**config.mk**
```make
export PLATFORM = sky130hd
export DESIGN_NAME = pwr_gate_seq
export DESIGN_NICKNAME = d
export VERILOG_FILES = /design/src/rtl/pgc_pkg.sv /design/src/rtl/pgc_req_bank.sv /design/src/rtl/pgc_dom_regs.sv /design/src/rtl/pgc_dom_seq.sv /design/src/rtl/pwr_gate_seq.sv
export SDC_FILE = /design/constraint.sdc
export NUM_CORES = 1
export LEC_CHECK = 0
export ABC_AREA = 1
export BUFFER_PORTS_ARGS = -buffer_cell sky130_fd_sc_hd__buf_2
export CAP_MARGIN = 10
export CORE_MARGIN = 3
export CORE_UTILIZATION = 44
export DETAILED_ROUTE_END_ITERATION = 8
export PLACE_DENSITY = 0.66
export SLEW_MARGIN = 0
export SYNTH_ARGS = -nofsm -noshare
export SYNTH_HDL_FRONTEND = slang
export SYNTH_HIERARCHICAL = 1
export SYNTH_SLANG_ARGS = --single-unit
```
**constraint.sdc**
```tcl
create_clock -name clk_i -period 3.6 [get_ports clk_i]
set_clock_uncertainty 0.2 [all_clocks]
set_input_delay 0.36 -clock clk_i [delete_from_list [all_inputs] [get_ports clk_i]]
set_output_delay 0.36 -clock clk_i [all_outputs]
set_load 0.05 [all_outputs]
```
**src/rtl/pgc_pkg.sv**
```systemverilog
package pgc_pkg;
  localparam int NUM_DOM    = 3;
  localparam int ADDR_W     = 12;
  localparam int DATA_W     = 32;
  localparam int DLY_W      = 6;
  localparam int DLY_HI_LSB = 8;

  localparam logic [ADDR_W-1:0] DOM_BASE [NUM_DOM] = '{12'h200, 12'h240, 12'h260};
  localparam int                DOM_POS  [NUM_DOM] = '{6, 4, 0};

  localparam logic [1:0] OFS_CTRL = 2'd0;
  localparam logic [1:0] OFS_PUP  = 2'd1;
  localparam logic [1:0] OFS_PDN  = 2'd2;
  localparam logic [1:0] OFS_STAT = 2'd3;

  localparam logic [DLY_W-1:0] DLY_RST = DLY_W'(1);

  typedef enum logic [2:0] {
    PH_ON, PH_DN_ISO, PH_DN_SW, PH_OFF, PH_UP_SW, PH_UP_ISO
  } phase_e;

  typedef struct packed {
    logic [DLY_W-1:0] trail;
    logic [DLY_W-1:0] lead;
  } dly_pair_t;

  function automatic logic [DATA_W-1:0] pack_dly(dly_pair_t p);
    logic [DATA_W-1:0] r;
    r = '0;
    r[DLY_W-1:0]              = p.lead;
    r[DLY_HI_LSB +: DLY_W]    = p.trail;
    return r;
  endfunction
endpackage

```
**src/rtl/pgc_req_bank.sv**
```systemverilog
module pgc_req_bank
  import pgc_pkg::*;
#(
  parameter int N  = NUM_DOM,
  parameter int DW = DATA_W
) (
  input  logic          clk_i,
  input  logic          rst_ni,
  input  logic          wr_i,
  input  logic [DW-1:0] wdata_i,
  input  logic [N-1:0]  pdn_clr_i,
  input  logic [N-1:0]  pup_clr_i,
  output logic [N-1:0]  pdn_req_o,
  output logic [N-1:0]  pup_req_o,
  output logic [DW-1:0] rdata_o
);
  logic [N-1:0] pdn_q, pup_q;

  for (genvar d = 0; d < N; d++) begin : g_req
    localparam int P = DOM_POS[d];
    logic set_up, set_dn;
    // both bits in one write: power-up only
    assign set_up = wr_i & wdata_i[P+1];
    assign set_dn = wr_i & wdata_i[P] & ~wdata_i[P+1];

    always_ff @(posedge clk_i or negedge rst_ni) begin
      if (!rst_ni) begin
        pdn_q[d] <= 1'b0;
        pup_q[d] <= 1'b0;
      end else begin
        pdn_q[d] <= (pdn_q[d] & ~pdn_clr_i[d]) | set_dn;
        pup_q[d] <= (pup_q[d] & ~pup_clr_i[d]) | set_up;
      end
    end
  end

  always_comb begin
    rdata_o = '0;
    for (int d = 0; d < N; d++) begin
      rdata_o[DOM_POS[d]]   = pdn_q[d];
      rdata_o[DOM_POS[d]+1] = pup_q[d];
    end
  end

  assign pdn_req_o = pdn_q;
  assign pup_req_o = pup_q;
endmodule

```
**src/rtl/pgc_dom_regs.sv**
```systemverilog
module pgc_dom_regs
  import pgc_pkg::*;
#(
  parameter int DW = DATA_W
) (
  input  logic          clk_i,
  input  logic          rst_ni,
  input  logic          wr_i,
  input  logic [1:0]    offs_i,
  input  logic [DW-1:0] wdata_i,
  input  logic          off_i,
  output logic          gate_en_o,
  output dly_pair_t     pup_o,
  output dly_pair_t     pdn_o,
  output logic [DW-1:0] rdata_o
);
  logic      gate_q;
  dly_pair_t pup_q, pdn_q;
  dly_pair_t wr_pair;

  assign wr_pair.lead  = wdata_i[DLY_W-1:0];
  assign wr_pair.trail = wdata_i[DLY_HI_LSB +: DLY_W];

  always_ff @(posedge clk_i or negedge rst_ni) begin
    if (!rst_ni) begin
      gate_q <= 1'b0;
      pup_q  <= '{trail: DLY_RST, lead: DLY_RST};
      pdn_q  <= '{trail: DLY_RST, lead: DLY_RST};
    end else if (wr_i) begin
      unique case (offs_i)
        OFS_CTRL: gate_q <= wdata_i[0];
        OFS_PUP:  pup_q  <= wr_pair;
        OFS_PDN:  pdn_q  <= wr_pair;
        default:  ;
      endcase
    end
  end

  always_comb begin
    rdata_o = '0;
    unique case (offs_i)
      OFS_CTRL: rdata_o[0] = gate_q;
      OFS_PUP:  rdata_o    = pack_dly(pup_q);
      OFS_PDN:  rdata_o    = pack_dly(pdn_q);
      OFS_STAT: rdata_o[0] = off_i;
      default:  ;
    endcase
  end

  assign gate_en_o = gate_q;
  assign pup_o     = pup_q;
  assign pdn_o     = pdn_q;
endmodule

```
**src/rtl/pgc_dom_seq.sv**
```systemverilog
module pgc_dom_seq
  import pgc_pkg::*;
(
  input  logic      clk_i,
  input  logic      rst_ni,
  input  logic      pdn_req_i,
  input  logic      pup_req_i,
  input  logic      gate_en_i,
  input  dly_pair_t pup_i,
  input  dly_pair_t pdn_i,
  output logic      pdn_clr_o,
  output logic      pup_clr_o,
  output logic      sw_on_o,
  output logic      iso_o,
  output logic      rst_o,
  output logic      off_o
);
  phase_e           st_q, st_d;
  logic [DLY_W-1:0] cnt_q, cnt_d;
  logic             ld;
  logic [DLY_W-1:0] ld_val;
  logic             done;

  // count 0 and 1 both finish after one cycle
  assign done = (cnt_q <= DLY_W'(1));

  always_comb begin
    st_d      = st_q;
    ld        = 1'b0;
    ld_val    = '0;
    pdn_clr_o = 1'b0;
    pup_clr_o = 1'b0;
    unique case (st_q)
      PH_ON: begin
        if (pup_req_i) begin
          pup_clr_o = 1'b1;
          pdn_clr_o = pdn_req_i;
        end else if (pdn_req_i) begin
          pdn_clr_o = 1'b1;
          if (gate_en_i) begin
            st_d   = PH_DN_ISO;
            ld     = 1'b1;
            ld_val = pdn_i.lead;
          end
        end
      end
      PH_OFF: begin
        if (pup_req_i) begin
          pdn_clr_o = pdn_req_i;
          st_d      = PH_UP_SW;
          ld        = 1'b1;
          ld_val    = pup_i.lead;
        end else if (pdn_req_i) begin
          pdn_clr_o = 1'b1;
        end
      end
      PH_DN_ISO: if (done) begin
        st_d   = PH_DN_SW;
        ld     = 1'b1;
        ld_val = pdn_i.trail;
      end
      PH_DN_SW: if (done) st_d = PH_OFF;
      PH_UP_SW: if (done) begin
        st_d   = PH_UP_ISO;
        ld     = 1'b1;
        ld_val = pup_i.trail;
      end
      PH_UP_ISO: if (done) begin
        st_d      = PH_ON;
        pup_clr_o = 1'b1;
      end
      default: st_d = PH_ON;
    endcase
  end

  always_comb begin
    if (ld)        cnt_d = ld_val;
    else if (done) cnt_d = cnt_q;
    else           cnt_d = cnt_q - DLY_W'(1);
  end

  always_ff @(posedge clk_i or negedge rst_ni) begin
    if (!rst_ni) begin
      st_q  <= PH_ON;
      cnt_q <= '0;
    end else begin
      st_q  <= st_d;
      cnt_q <= cnt_d;
    end
  end

  always_comb begin
    sw_on_o = (st_q == PH_ON) || (st_q == PH_DN_ISO) ||
              (st_q == PH_UP_SW) || (st_q == PH_UP_ISO);
    iso_o   = (st_q != PH_ON) && (st_q != PH_UP_ISO);
    rst_o   = (st_q != PH_ON);
    off_o   = (st_q == PH_OFF);
  end
endmodule

```
**src/rtl/pwr_gate_seq.sv**
```systemverilog
module pwr_gate_seq
  import pgc_pkg::*;
#(
  parameter int N  = NUM_DOM,
  parameter int AW = ADDR_W,
  parameter int DW = DATA_W
) (
  input  logic          clk_i,
  input  logic          rst_ni,
  input  logic          bus_req_i,
  input  logic          bus_we_i,
  input  logic [AW-1:0] bus_addr_i,
  input  logic [DW-1:0] bus_wdata_i,
  output logic [DW-1:0] bus_rdata_o,
  output logic [N-1:0]  sw_on_o,
  output logic [N-1:0]  iso_o,
  output logic [N-1:0]  dom_rst_o
);
  localparam int WIN_LSB = 4;

  logic          aligned, cntr_sel, wr;
  logic [N-1:0]  dom_sel;
  logic [N-1:0]  pdn_req, pup_req, pdn_clr, pup_clr, dom_off;
  logic [DW-1:0] cntr_rd;
  logic [DW-1:0] dom_rd [N];

  assign aligned  = (bus_addr_i[1:0] == 2'b00);
  assign wr       = bus_req_i & bus_we_i;
  assign cntr_sel = aligned && (bus_addr_i[AW-1:2] == '0);

  pgc_req_bank #(.N(N), .DW(DW)) u_req (
    .clk_i     (clk_i),
    .rst_ni    (rst_ni),
    .wr_i      (wr & cntr_sel),
    .wdata_i   (bus_wdata_i),
    .pdn_clr_i (pdn_clr),
    .pup_clr_i (pup_clr),
    .pdn_req_o (pdn_req),
    .pup_req_o (pup_req),
    .rdata_o   (cntr_rd)
  );

  for (genvar d = 0; d < N; d++) begin : g_dom
    logic      gate_en;
    dly_pair_t pup_dly, pdn_dly;

    assign dom_sel[d] = aligned &&
      (bus_addr_i[AW-1:WIN_LSB] == DOM_BASE[d][AW-1:WIN_LSB]);

    pgc_dom_regs #(.DW(DW)) u_regs (
      .clk_i     (clk_i),
      .rst_ni    (rst_ni),
      .wr_i      (wr & dom_sel[d]),
      .offs_i    (bus_addr_i[3:2]),
      .wdata_i   (bus_wdata_i),
      .off_i     (dom_off[d]),
      .gate_en_o (gate_en),
      .pup_o     (pup_dly),
      .pdn_o     (pdn_dly),
      .rdata_o   (dom_rd[d])
    );

    pgc_dom_seq u_seq (
      .clk_i     (clk_i),
      .rst_ni    (rst_ni),
      .pdn_req_i (pdn_req[d]),
      .pup_req_i (pup_req[d]),
      .gate_en_i (gate_en),
      .pup_i     (pup_dly),
      .pdn_i     (pdn_dly),
      .pdn_clr_o (pdn_clr[d]),
      .pup_clr_o (pup_clr[d]),
      .sw_on_o   (sw_on_o[d]),
      .iso_o     (iso_o[d]),
      .rst_o     (dom_rst_o[d]),
      .off_o     (dom_off[d])
    );
  end

  always_comb begin
    bus_rdata_o = cntr_sel ? cntr_rd : '0;
    for (int d = 0; d < N; d++)
      if (dom_sel[d]) bus_rdata_o = bus_rdata_o | dom_rd[d];
  end
endmodule

```
* After elaboration in Yosys (flattened, before gate mapping)
Cells that the tools add are included.
** Cells by class
- Equal/unequal tests :: 51
- Bitwise operators :: 38
- Reductions and logical operators :: 43
- Mux-type cells :: 94
- Add/subtract/negate cells :: 3
- Magnitude comparators :: 3
** Operator list (number)
- 6-bit 2-to-1 mux :: 24
- 32-bit 2-to-1 mux :: 3
- 13-bit one-hot mux with 2 select lines :: 3
- 3-bit 2-to-1 mux :: 24
- 6-bit one-hot mux with 4 select lines :: 3
- 32-bit OR :: 2
- 3-bit one-hot mux with 6 select lines :: 3
- 8-bit by 32-bit OR with 32-bit output :: 1
- 2-bit by 1-bit != test with 1-bit output (second input constant) :: 15
- 8-bit by 6-bit == test with 1-bit output (second input constant) :: 3
- 1-bit 2-to-1 mux :: 24
- 2-bit != test (second input constant) :: 12
- 8-bit AND reduction :: 3
- 1-bit bitwise AND :: 20
- 3-bit by 2-bit == test with 1-bit output (second input constant) :: 6
- 3-bit == test (second input constant) :: 6
- 6-bit by 1-bit less-or-equal comparator with 1-bit output (second input constant) :: 3
- 2-bit AND reduction :: 9
- 6-bit by 1-bit subtractor with 6-bit output (second input constant) :: 3
- 1-bit one-hot mux with 4 select lines :: 3
- 2-bit OR reduction :: 6
- 10-bit zero test :: 1
- 3-bit by 1-bit == test with 1-bit output (second input constant) :: 3
- 3-bit zero test :: 3
- other kinds (12) :: 49
** Storage, ports and cells
- Input bits :: 48
- Flip-flop bits (word level) :: 108
- Output and inout port bits :: 41

* Depth between registers and ports, before layout
- Depth after elaboration :: 9
- Depth in mapped cells :: 11
- Depth with buffers taken out :: 11

* Modules after synthesis
The synthesis kept the hierarchy.
** By module, submodules not included
- pgc_dom_regs :: seq. area each 630.6 µm², area an instance 1463.9 µm², times used 3, cells each 168
- pgc_dom_seq at g_dom[1].u_seq ... :: seq. area each 225.2 µm², area an instance 1023.5 µm², times used 2, cells each 166
- pwr_gate_seq :: seq. area each 0.0 µm², area an instance 1694.1 µm², times used 1, cells each 374
- pgc_dom_seq at g_dom[0].u_seq :: seq. area each 225.2 µm², area an instance 1104.8 µm², times used 1, cells each 172
- pgc_req_bank :: seq. area each 150.1 µm², area an instance 491.7 µm², times used 1, cells each 63

* Worst setup path after synthesis
No wires, ideal clock.
- Path kind :: input-to-output
- From :: in bus_addr_i[2]
- To :: out bus_rdata_o[1]
- Path slack :: 1.425 ns
- Data required time :: 3.040 ns
- Path buffers :: 1
- Stages :: 9
- Arrival time :: 1.615 ns
- Path through :: inv_1 ha_1 inv_1 clkbuf_1 a21oi_1 inv_1 nor3_1 nor2_1 nand2_1
** RTL lines
- start: declaration :: RTL line pwr_gate_seq.sv:12 : input logic [AW-1:0] bus_addr_i,
- end: declaration :: RTL line pwr_gate_seq.sv:14 : output logic [DW-1:0] bus_rdata_o,

==> metrics.md <==
| Metric | Value |
|---|---|
| RePlAce Congestion | `between 0.8 and 0.9` |
| # fillers | `about 2200` |
| Worst slack at placement | `0.7696 ns` |
| Reg power frac | `42.1%` |
| Antenna Nets Post-Route | `0` |
| Hold path cells | `3` |
| Drt initial violations | `about 550` |
| Largest net degree at the start of global routing | `58` |
| Post-CTS sizing | `0` |
| Cell internal pwr | `2234 µW` |
| Reg2Reg Setup Slack | `1.53 ns` |
| Synth top area share | `between 20 and 25%` |
| Total GRT Usage | `between 10% and 20%` |
| Clock latency on the worst-skew pair | `approximately 0.36 ns` |
| M2 GR Usage | `between 30% and 40%` |
| Layout Nets | `1516` |
| Drt drc | `0` |
| Ports | `a little under 90` |
| Die W | `about 150 µm` |
| Comb pwr share | `a little over a quarter` |
| Port Buffers | `52` |
| Max transition margin | `approximately half` |
| Via count | `slightly above 8000` |
| Clock Power Share | `between 30 and 40%` |
| Startpoint types | `flop` |
| Measured slew at the worst slew-check pin | `between 0.7 and 0.8 ns` |
| Worst-case clock buffer depth | `2` |
| Fin crit period | `3.004 ns` |
| Die Y | `approximately 150 µm` |
| WL/cell | `about 13 µm` |
| Most Crowded Layer GR | `met2` |
| DP HPWL | `between 15 and 20 mm` |
| Yosys warning count | `6` |
| Total power | `3389 µW` |
| R2r endpoint | `g_dom[0].u_seq/cnt_q[5]` |
| Via/cell ratio | `between 4 and 5` |
| Crit. End Element | `output port` |
| Netlist cell types | `35` |
| Hold WS | `~0.019 ns` |
| WHS Endpoint | `u_req/pdn_req_o[0]` |
| Cell family with most CP delay | `simple AND/OR/NAND/NOR gates` |
| ANT cells | `0` |
| Global-route met3 utilization | `under 10%` |
| Largest stage delay, worst path | `around 0.60 ns` |
| EDFF count, synth | `0` |
| Seq cells post-synth | `approximately 110` |
| Post-synthesis sequential area ratio | `around 28%` |
| Synth Instances | `between 1000 and 1500` |
| Clock transition at path regs | `roughly 0.070 ns` |
| Die area | `~24000 µm²` |
| Clock Sinks | `around 110` |
| Fin worst setup slack | `0.5960 ns` |
| Fin util | `a little under half` |
| Hold path startpoint | `bus_wdata_i[6]` |
| Sequential standard cell area | `roughly 2700 µm²` |
| Leakage | `just under 0.005 µW` |
| Final Setup Violations | `0` |
| Main synth FF type | `dfrtp_1` |
| Status | `complete, no violations` |
| Unrepaired setup endpoints after global routing | `false` |
| CP Data Required Time | `a little over 3 ns` |
| Top cells by area, synth | `dfrtp_1 (25%), nand2_1 (16%), buf_4 (8.0%)` |
| Synth Cell Area | `~9700 µm²` |
| RR Startpoint | `g_dom[0].u_seq/st_q[2]` |
| Layout cells sized above 1 | `between 10% and 20%` |
| Worst-path fanout max | `9` |
| Crit path buf inv count | `2` |
| Root Driver | `clkbuf_16` |
| Power density over the cells | `between 300 and 400 nW/µm²` |
| Core ar. | `around 21000 µm²` |
| Grt total ovfl | `0` |
| Clock H-tree levels | `3` |
| TritonCTS buffer count | `9` |
| Post-synth ARST share | `100.0%` |
| Avg Cell Area, Syn | `between 6 and 7 µm²` |
| CTS tree | `built` |
| Final Hold Vio Count | `0` |
| Arrival @ worst endpoint | `approximately 2.4 ns` |
| Hold/Removal Path Class | `input port to flop` |
| M1 GR Usage | `a little over a quarter` |
| TNS Setup | `0 ns` |
| R2r worst-path depth | `8` |
| TritonRoute pass-1 iters | `5` |
| Slew Limit Fails | `0` |
| Final period utilization | `approximately 83%` |
| Switching power | `~1200 µW` |
| # rows | `53` |
| Slowest library cell on the worst path | `dfrtp_1` |
| Max IR drop VDD | `0.3501 mV` |
| Critical path class | `flop to output port` |
| Vias in the first global route | `7482` |
| Initial core utilization | `~46%` |
| First-pass GRT wire length | `between 30 and 40 mm` |
| Post-synthesis cell type with the largest combined area | `dfrtp_1` |
| Switching Share | `between 30 and 40%` |
| Area of the multi-input gates | `5378 µm²` |
| CP Cell Sequence | `nand2_1 -> nor2_1 -> nand2_1 -> nand2_1 -> nor2_1 -> nor2_1 -> inv_1 -> nor3_1 -> nor2_1 -> nand2_1 -> buf_2` |
| Antenna violations before repair | `0` |
| # Max-Cap Violations | `0` |
| WL final | `~23 mm` |
| Fmax | `roughly 0.33 GHz` |
| Post-synthesis to final-layout area growth | `1.492%` |
## stage by stage
stage,area (µm²),std cells
6_report,9874,1727
5_1_grt,9874,1727
4_1_cts,9874,1727
3_5_place_dp,9553,1710
3_3_place_gp,9553,1710
2_1_floorplan,10040,1527
## state kept, by name, indices dropped and copies added (netlist names)
| signal | cells |
|---|---|
| g_dom.u_regs/pup_o | 36 |
| g_dom.u_seq/cnt_q | 18 |
| u_req/pup_req_o | 3 |
| g_dom.u_regs/gate_en_o | 3 |
| g_dom.u_seq/st_q | 9 |
| g_dom.u_regs/pdn_o | 36 |
| u_req/pdn_req_o | 3 |
## cell type report
cell class / count / area share, %
tap: 275 / 3.485
timing repair buffer: 61 / 3.497
multi-input combinational: 1063 / 54.46
inverter: 204 / 7.881
sequential: 108 / 27.52
clock buffer: 12 / 2.598
clock inverter: 4 / 0.5575
## power groups by stage
stage          Sequential (µW)  Clock [µW]  Combinational [µW]
5_1_grt                   1440        1120                1060
6_report                  1430        1050                 918
3_5_place_dp              1450           0                 921
2_1_floorplan             1430           0                 804
4_1_cts                   1430        1080                 925
3_3_place_gp              1450           0                 905
## cell families after synthesis
family / synth area share, %
buf+inv: 20.04
flops: 27.93
compound gates: 10.83
simple gates: 37.72
xor+xnor: 0.6302
other cells: 0.1543
fa+ha+maj: 2.701
## worst max path at each step
stage	from	endpoint	slack (ns)	cells after the start
6_report	g_dom[2].u_seq/st_q[1]	bus_rdata_o[0]	0.60	11
3_5_place_dp	bus_addr_i[3]	bus_rdata_o[9]	0.77	10
4_1_cts	g_dom[2].u_seq/st_q[1]	bus_rdata_o[0]	0.61	11
5_1_grt	g_dom[2].u_seq/st_q[1]	bus_rdata_o[0]	0.38	11
3_3_place_gp	bus_addr_i[3]	bus_rdata_o[0]	0.78	12
2_1_floorplan	bus_addr_i[2]	bus_rdata_o[1]	1.43	9
## cell usage after synthesis, drive strengths merged (8+ instances only)
cell type	number
nor3	68
inv	204
nand4	8
nand2	436
nand3	127
buf	141
dfrtp	96
clkbuf	11
ha	21
a21oi	57
dfstp	12
o21ai	92
nor2	155
## worst reg2reg max path: cells and delay by family, from the launching register on
family | cells | cell delay [ns]
simple gates | 6 | 0.84
flops | 1 | 0.52
buf+inv | 2 | 0.41
## metal layers
layer / wire [µm] / up-vias / part of all wire (%)
met1: 10980 / 3669 / 47
li1: - / 4314 / -
met2: 10710 / 162 / 46
met3: 811 / 41 / 3.5
met4: 674 / 0 / 2.9
met5: 0 / - / 0
## cells in the final DEF (no fill, tap or decap), drive strengths merged
master / netlist / layout
nand2: 436 / 436
nor2: 155 / 155
clkinvlp: 0 / 1
dlygate4sd3: 0 / 1
clkinv: 0 / 1
a21oi: 57 / 57
buf: 141 / 60
nand4: 8 / 8
xor2: 6 / 6
conb: 4 / 86
o21ai: 92 / 92
a21boi: 1 / 1
dfrtp: 96 / 96
nand3b: 3 / 3
xnor2: 1 / 1
nor3: 68 / 68
or2: 2 / 2
nand3: 127 / 127
inv: 204 / 205
bufinv: 0 / 1
clkbuf: 11 / 12
ha: 21 / 21
dfstp: 12 / 12
## timing repair
item | 4_1_cts | 5_1_grt
hold buffers | 1 | 0
buffers inserted | 0 | 0
endpoints found under the hold margin | 47 | 0
Power figures use the tool's default switching activity.
